--- config.mk ---
export PLATFORM = sky130hd
export DESIGN_NAME = id_branch_resolve
export DESIGN_NICKNAME = d
export VERILOG_FILES = /design/src/rtl/br_pkg.sv /design/src/rtl/br_eq_cmp.sv /design/src/rtl/br_target_gen.sv /design/src/rtl/br_decide.sv /design/src/rtl/id_branch_resolve.sv
export SDC_FILE = /design/constraint.sdc
export NUM_CORES = 1
export LEC_CHECK = 0
export BUFFER_PORTS_ARGS = -buffer_cell sky130_fd_sc_hd__buf_2
export CAP_MARGIN = 20
export CORE_ASPECT_RATIO = 0.8
export CORE_MARGIN = 1
export CORE_UTILIZATION = 39
export DETAILED_ROUTE_END_ITERATION = 8
export PLACE_DENSITY = 0.79
export SETUP_SLACK_MARGIN = 0.4
export SYNTH_ARGS = -nofsm -noshare
export SYNTH_HDL_FRONTEND = slang
export SYNTH_HIERARCHICAL = 1
export SYNTH_SLANG_ARGS = --single-unit
--- constraint.sdc ---
create_clock -name vclk -period 3.18
set_input_delay 0.318 -clock vclk [all_inputs]
set_output_delay 0.318 -clock vclk [all_outputs]
set_load 0.02 [all_outputs]
--- src/rtl/br_pkg.sv ---
package br_pkg;

    // Outcome of the decode-stage branch decision.
    typedef enum logic [0:0] {
        FALL_THRU = 1'b0,
        TAKE      = 1'b1
    } br_state_e;

    // Word-offset scaling applied to the immediate.
    localparam int unsigned WORD_SHIFT = 2;

endpackage

--- src/rtl/br_eq_cmp.sv ---
module br_eq_cmp #(
    parameter int unsigned DATA_W = 32
) (
    input  logic [DATA_W-1:0] a_i,
    input  logic [DATA_W-1:0] b_i,
    output logic              same_o
);
    logic [DATA_W-1:0] bit_match;

    // One match cell per bit, then a single AND reduction.
    for (genvar g = 0; g < DATA_W; g++) begin : g_bit
        assign bit_match[g] = ~(a_i[g] ^ b_i[g]);
    end

    assign same_o = &bit_match;

    always_comb begin
        p_same_means_identical_r2: assert (!same_o || (a_i == b_i))
            else $error("comparator reports equal on differing operands");
        p_identical_means_same_r2: assert (same_o || (a_i != b_i))
            else $error("comparator misses equal operands");
    end
endmodule

--- src/rtl/br_target_gen.sv ---
module br_target_gen
    import br_pkg::*;
#(
    parameter int unsigned ADDR_W = 32,
    parameter int unsigned IMM_W  = 16
) (
    input  logic [ADDR_W-1:0] pc_inc_i,
    input  logic [IMM_W-1:0]  imm_i,
    output logic [ADDR_W-1:0] target_o
);
    localparam int unsigned EXT_W = ADDR_W - IMM_W;

    logic [ADDR_W-1:0] imm_sext;
    logic [ADDR_W-1:0] byte_off;

    assign imm_sext = {{EXT_W{imm_i[IMM_W-1]}}, imm_i};
    assign byte_off = imm_sext << WORD_SHIFT;
    assign target_o = pc_inc_i + byte_off;
endmodule

--- src/rtl/br_decide.sv ---
module br_decide
    import br_pkg::*;
(
    input  logic is_beq_i,
    input  logic same_i,
    output logic redirect_o,
    output logic kill_o
);
    br_state_e state;

    // Decision process: picks the branch outcome.
    always_comb begin
        unique case ({is_beq_i, same_i})
            2'b11:   state = TAKE;
            default: state = FALL_THRU;
        endcase
    end

    // Output process: drives the controls for each outcome.
    always_comb begin
        unique case (state)
            TAKE: begin
                redirect_o = 1'b1;
                kill_o     = 1'b1;
            end
            default: begin
                redirect_o = 1'b0;
                kill_o     = 1'b0;
            end
        endcase
    end
endmodule

--- src/rtl/id_branch_resolve.sv ---
module id_branch_resolve
    import br_pkg::*;
#(
    parameter int unsigned DATA_W = 32,
    parameter int unsigned ADDR_W = 32,
    parameter int unsigned IMM_W  = 16
) (
    input  logic [DATA_W-1:0] op_a_i,
    input  logic [DATA_W-1:0] op_b_i,
    input  logic              is_beq_i,
    input  logic [ADDR_W-1:0] pc_inc_i,
    input  logic [IMM_W-1:0]  imm_i,
    output logic              redirect_o,
    output logic [ADDR_W-1:0] target_o,
    output logic              fetch_kill_o
);
    logic ops_same;

    br_eq_cmp #(.DATA_W(DATA_W)) u_cmp (
        .a_i    (op_a_i),
        .b_i    (op_b_i),
        .same_o (ops_same)
    );

    br_target_gen #(.ADDR_W(ADDR_W), .IMM_W(IMM_W)) u_tgt (
        .pc_inc_i (pc_inc_i),
        .imm_i    (imm_i),
        .target_o (target_o)
    );

    br_decide u_dec (
        .is_beq_i   (is_beq_i),
        .same_i     (ops_same),
        .redirect_o (redirect_o),
        .kill_o     (fetch_kill_o)
    );

    always_comb begin
        p_kill_with_redirect_r5: assert (redirect_o == fetch_kill_o)
            else $error("flush and redirect disagree");
        p_no_kill_without_beq_r4: assert (is_beq_i || !fetch_kill_o)
            else $error("flush raised by a non-branch");
        p_taken_when_matched_r3: assert (!(is_beq_i && (op_a_i == op_b_i)) || fetch_kill_o)
            else $error("matching branch not taken");
        p_target_sum_r6: assert (target_o ==
                ADDR_W'($signed(pc_inc_i) + ($signed(imm_i) * (2 ** WORD_SHIFT))))
            else $error("target address mismatch");
    end
endmodule

Yosys cells after proc, flatten, opt, wreduce, memory -nomap -nowiden
Index checks and enable logic that the tools add are counted.
{"block": "classes", "n_mux": 2, "n_bitwise": 64, "n_reduce_logical": 1, "eq_ne": 1, "add_sub_neg": 1}
{"operator": "32-bit adder", "count": 1}
{"operator": "1-bit inverter", "count": 32}
{"operator": "32-bit AND reduction", "count": 1}
{"operator": "1-bit XOR", "count": 32}
{"operator": "2-bit == test (second input constant)", "count": 1}
{"operator": "1-bit 2-to-1 mux", "count": 2}
{"block": "word_totals", "wordCells": 69, "input_bits": 113, "ff_bits": 0, "output_inout_bits": 34}

Depth between registers and ports, before layout
Gate-level depths: netlist of run 1.
{"block": "depth", "word_depth": 6, "mapped_depth": 10, "ltp_nobuf": 10}

By module
Netlist of run 1, hierarchy kept.
{"mod": "br_target_gen", "seq_area_each_um2": 0.0, "n_inst": 1, "cells_per_inst": 212, "area_each_um2": 1555.2}
{"mod": "br_eq_cmp", "seq_area_each_um2": 0.0, "n_inst": 1, "cells_per_inst": 43, "area_each_um2": 346.6}
{"mod": "br_decide", "seq_area_each_um2": 0.0, "n_inst": 1, "cells_per_inst": 2, "area_each_um2": 13.8}

Worst setup path before layout of run 1
OpenSTA, ideal clock, no wires.
{"block": "synth_path", "kind": "input to output", "start": "in pc_inc_i[16]", "end": "out target_o[29]", "required_ns": 2.862, "slack_ns": 0.472, "stages": 8, "path_buffers": 0, "t_arrival_ns": 2.390, "cell_sequence": "ha_1 > a211oi_1 > nor2_1 > o22a_1 > a221o_1 > a31o_1 > or4b_1 > and4_1"}
{"block": "synth_between", "elab_chain_cells": 1}
{"element": "from (decl)", "line": "id_branch_resolve.sv:11", "source": "input logic [ADDR_W-1:0] pc_inc_i,"}
{"element": "32-bit adder", "line": "br_target_gen.sv:18", "source": "assign target_o = pc_inc_i + byte_off;"}
{"element": "to (decl)", "line": "id_branch_resolve.sv:14", "source": "output logic [ADDR_W-1:0] target_o,"}
Every way passes these cells.

Final worst setup path of run 1
{"block": "layout_path", "start": "in imm_i[15]", "end": "out target_o[29]"}
{"block": "layout_between", "elab_chain_cells": 1}
{"element": "from (decl)", "line": "id_branch_resolve.sv:12", "source": "input logic [IMM_W-1:0] imm_i,"}
{"element": "32-bit adder", "line": "br_target_gen.sv:18"}
Every way passes these cells.

==> out/results.tsv, run 1 <==
metric	value	unit
WL met3	419	um
Fmax	356	MHz
GP Congestion	0.861	
vias in the first global route	2316	
largest net degree at the start of global routing	12	
synthesized area per cell	7.45	um2
clock buffer count	0	
sequential cell count	0	
final hold violations	0	
Final Critical Period	2.81	ns
layout cell share with drive strength beyond 1	48.7	%
max-capacitance violation count	0	
power per cell area	238	nW/um2
Hold Crit Depth	0	
Die W	80.4	um
Max IR drop VDD	0.143	mV
hold_sp	pc_inc_i[1]	
RSZ-0062 raised after global routing	yes	
worst rel slew slack	74.1	%
post-synth cell types	48	
max-slew violation count	0	
Final Cell Area	3040	um2
Hold Crit Endpoint	target_o[1]	
CP Launch Type	input pin	
overflow left after global routing	0	
post-synthesis sequential area ratio	0	%
Crit path arrival time	2.49	ns
Final Setup Violations	0	
Detailed Route WL	6.64	mm
Hold Crit Class	in2out	
Synth Net Count	400	
Port Buffers	143	
Routed Antenna Nets	0	
area grow syn2layout	58.9	%
I/O pins	147	
nets	556	
global-route wire length before repair	10.1	mm
first-iteration detailed-routing DRC count	105	
Die Area	5200	um2
initial antenna violation count	0	
CP Class	in2out	
Via density	5.40	
critical path peak fanout	5	
Fillers	414	
WL met2	3.35	mm
starting density of the core	41.2	%
Cell Count, Final, Fillers Out	471	
Post-CTS Hold Buffers	0	
Power, Total	0.724	mW
First-pass DRT Iterations	4	
n_diodes	0	
Cells after Synth	257	
Vias	2544	
num rows	22	
Multi-input gate area	2050	um2
DIE HEIGHT	64.7	um
Final Util	65.4	%
Post-Place Cell Area	2700	um2
wire length on met1	2.80	mm
Final WS setup	0.373	ns
Min Hold Slack	0.636	ns
FF+latch area	0	um2
top sig layer	met4	
most frequent cells in the layout	buf_2 (132), xor2_1 (37), a21oi_1 (21)	
Slew @ Worst Pin	0.385	ns
crit end category	primary output	
drt wl/cell	14.1	um
Inst Count DP	458	
Final Cycle Share	88.3	%
synthesized area	1920	um2
Final HPWL DP	5.21	mm
commonest non-fill, non-tap cell in the layout	buf_2	
leak pwr	1.56	nW
setup TNS	0	ns
Total GRT Usage	23.7	%
Worst EP required	2.86	ns
dpl ws	0.133	ns
Yosys warnings	6	
status	completed	
CORE AREA	4650	um2
DRC	0	
-- worst max path at each step --
stage | end | from | slack, ns
3_5_place_dp | target_o[29] | pc_inc_i[16] | 0.13
2_1_floorplan | target_o[29] | pc_inc_i[16] | 0.47
6_report | target_o[29] | imm_i[15] | 0.37
3_3_place_gp | target_o[29] | pc_inc_i[16] | 0.19
4_1_cts | target_o[29] | imm_i[15] | 0.34
5_1_grt | target_o[29] | imm_i[14] | 0.30
-- area by class of cell --
type                            count  area share (%)
Inverter                            6           0.740
Multi-Input combinational cell    246            67.4
Tap cell                           60            2.47
Timing Repair Buffer              159            29.4
-- synthesized netlist by cell type, types with 2 or more instances --
cell type | n | area share, %
xor2_1 | 37 | 17
nand4_1 | 5 | 1.6
buf_4 | 3 | 1.2
o31ai_1 | 2 | 0.78
a21o_2 | 3 | 1.4
and2_1 | 4 | 1.3
a31oi_1 | 2 | 0.65
nor2b_1 | 4 | 1.3
o21a_1 | 2 | 0.78
o21bai_1 | 2 | 0.78
o21ai_0 | 10 | 2.6
xnor2_1 | 19 | 8.7
o22ai_1 | 2 | 0.65
and3_1 | 3 | 0.98
nand2_1 | 13 | 2.5
nand2b_1 | 2 | 0.65
nand3_1 | 4 | 1.0
or2_2 | 2 | 0.65
inv_1 | 6 | 1.2
a211oi_1 | 2 | 0.78
nor4_1 | 8 | 2.6
ha_1 | 29 | 19
clkbuf_1 | 2 | 0.39
o211ai_1 | 6 | 2.4
nor3_1 | 3 | 0.78
a21o_1 | 16 | 6.3
nor2_1 | 15 | 2.9
o2111ai_1 | 2 | 0.91
and4_1 | 6 | 2.7
a21oi_1 | 25 | 6.5
-- per-layer routing --
metal  GRT usage (%)  vias up
li1                -     1284
met1            28.4     1150
met2            46.6      102
met3            1.41        8
met4            2.46        0
met5               0        -
-- cell families (layout without fill, tap and decap cells) --
logic type / count (synthesis) / after routing / synth area share (%)
simple gates: 75 / 75 / 21.9
mux: 1 / 1 / 0.523
compound gates: 84 / 84 / 29.2
xor+xnor: 56 / 56 / 25.6
buf+inv: 11 / 165 / 2.74
fa+ha+maj: 30 / 30 / 20.0
-- power breakdown --
group / internal (mW) / switching, mW
clock: 0 / 0
sequential: 0 / 0
combinational: 0.334 / 0.391
total: 0.334 / 0.391
-- worst max-delay path: stages --
cell and delay (ns):
buf_6 0.12, ha_4 0.16, or3_1 0.36, o22a_1 0.23, a221o_1 0.34, a31o_1 0.20
or4b_1 0.45, and4_1 0.17, buf_6 0.13
-- timing repair --
item,CTS,global route
setup endpoints to repair,9,11
buffers inserted,7,6
resized for setup,32,23
pin swaps,14,17
(Power assumes the default switching activity.)
==> run 2, diff against run 1 <==
ABC_AREA = 1   (was unset)
PLACE_DENSITY = 0.7   (was 0.79)
==> out/results.tsv, run 2 <==
metric	value	unit	change
Final HPWL DP	7.86	mm	+51%
status	completed		
Port Buffers	143		unchanged
nets	902		+62%
clock buffer count	0		unchanged
ranking of synthesized cells by area	nand2_1 (32%), inv_1 (18%), ha_1 (12%)		
Vias	3805		+50%
global-route wire length before repair	13.9	mm	+39%
Crit path arrival time	2.12	ns	-0.37 ns
layout cell share with drive strength beyond 1	24.4	%	-24 points
Power, Total	0.729	mW	+0.65%
postcts setup bufs	0		-7
Routed Antenna Nets	0		unchanged
synth cell count leaders	nand2_1 (251), inv_1 (141), nor2_1 (78), ha_1 (29), nand3_1 (25)		
n_diodes	0		unchanged
CP Class	in2out		
Yosys warnings	6		unchanged
Die W	98.8	um	+23%
Total GRT Usage	21.1	%	-2.6 points
first-iteration detailed-routing DRC count	140		+33%
most frequent cells in the layout	nand2_1 (251), buf_2 (143), inv_1 (141)		
Worst Setup EP	target_o[30]		
CTS resizes	0		-100%
FF+latch area	0	um2	unchanged
Multi-input gate area	2360	um2	+15%
synthesized area	2920	um2	+53%
post-synth cell types	23		-52%
synthesized area per cell	4.74	um2	-36%
overflow left after global routing	0		unchanged
max-slew violation count	0		unchanged
post-synth top area cell	nand2_1		
Die Area	7850	um2	+51%
Max IR drop VDD	0.0849	mV	-41%
Worst EP required	2.86	ns	about the same
First-pass DRT Iterations	4		unchanged
Fillers	783		+89%
final hold violations	0		unchanged
drt wl/cell	10.1	um	-28%
Hold Crit Depth	0		unchanged
Final Setup Violations	0		unchanged
CP Launch Type	input pin		
Final Cycle Share	76.6	%	-12 points
post-synthesis sequential area ratio	0	%	unchanged
DIE HEIGHT	79.4	um	+23%
DRC	0		unchanged
CORE AREA	7060	um2	+52%
RSZ-0062 raised after global routing	no		
setup TNS	0	ns	unchanged
area grow syn2layout	27.4	%	
commonest non-fill, non-tap cell in the layout	nand2_1		
GP Congestion	0.904		+4.9%
I/O pins	147		unchanged
worst rel slew slack	81.2	%	+7.0 points
Slew @ Worst Pin	0.283	ns	-0.102 ns
largest net degree at the start of global routing	16		+4
crit end category	primary output		
Cells after Synth	617		+140%
Final Cell Area	3720	um2	+22%
Synth top area share	32.2	%	+13 points
critical path peak fanout	4		-1
Post-CTS Hold Buffers	0		unchanged
initial antenna violation count	0		unchanged
power per cell area	196	nW/um2	-18%
Post-Place Cell Area	3720	um2	+38%
Synth Net Count	760		+90%
sequential cell count	0		unchanged
Detailed Route WL	8.53	mm	+28%
vias in the first global route	3327		+44%
Final Critical Period	2.44	ns	-0.371 ns
num rows	27		+23%
Hold Crit Class	in2out		
most frequent cell after synthesis	nand2_1		
Critical Path Source	pc_inc_i[2]		
Fmax	411	MHz	+15%
max-capacitance violation count	0		unchanged
starting density of the core	41.4	%	+0.22 points
Via density	4.51		-17%
leak pwr	2.65	nW	+70%
==> run 2: worst min-delay path by stage <==
stage,start,to,slack (ns)
floorplan,pc_inc_i[0],target_o[0],0.75
CTS,pc_inc_i[1],target_o[1],0.64
global placement,pc_inc_i[1],target_o[1],0.64
finish,pc_inc_i[0],target_o[0],0.64
detailed placement,pc_inc_i[1],target_o[1],0.64
global route,pc_inc_i[0],target_o[0],0.64
==> run 2: kinds of logic (layout without fill, tap and decap cells) <==
kind of cell             after synthesis  after routing  synth area share [%]
AO/OA/AOI/OAI                         26             26                  5.27
XOR/XNOR                              19             19                  5.69
adder cells (fa/ha/maj)               30             30                  13.1
buffers and inverters                147            287                  19.3
AND/OR/NAND/NOR                      395            395                  56.7
==> run 2: stage by stage <==
| step | cells | hold slack [ns] | setup slack, ns | utilization, % |
|---|---|---|---|---|
| finish | 844 | 0.636 | 0.744 | 52.8 |
| global route | 844 | 0.636 | 0.569 | 52.8 |
| CTS | 844 | 0.636 | 0.745 | 52.8 |
| detailed placement | 844 | 0.636 | 0.749 | 52.8 |
| global placement | 844 | 0.636 | 0.828 | 52.8 |
| floorplan | 617 | 0.749 | 0.997 | - |
==> run 2: final cells by class <==
type,instances,share of cell area [%]
well taps,87,2.92
multi-input cells,470,63.4
repair buffers,143,19.2
inverters,144,14.5
==> run 2: worst max-delay path, cell delays in order <==
cell and delay, ns:
buf_2 0.08, ha_1 0.22, inv_1 0.07, fa_1 0.44, inv_1 0.11, nand3_1 0.07, nand3_1 0.13, nand3_1 0.09
nand2_1 0.17, nand2_1 0.09, nand2_1 0.08, nand2_1 0.04, nand2_1 0.04, buf_2 0.16
==> run 2: report_power, final <==
group,internal (mW),total (mW),switching (mW),leakage (nW)
combinational,0.268,0.729,0.461,2.65
clock,0,0,0,0
sequential,0,0,0,0
==> run 2: layer usage <==
layer / vias up / routed length [um] / global-route usage, %
met5: - / 0 / 0
met2: 88 / 3970 / 37.8
met4: 0 / 27 / 1.34
met3: 2 / 451 / 1.23
li1: 2096 / - / -
met1: 1619 / 4090 / 29.0
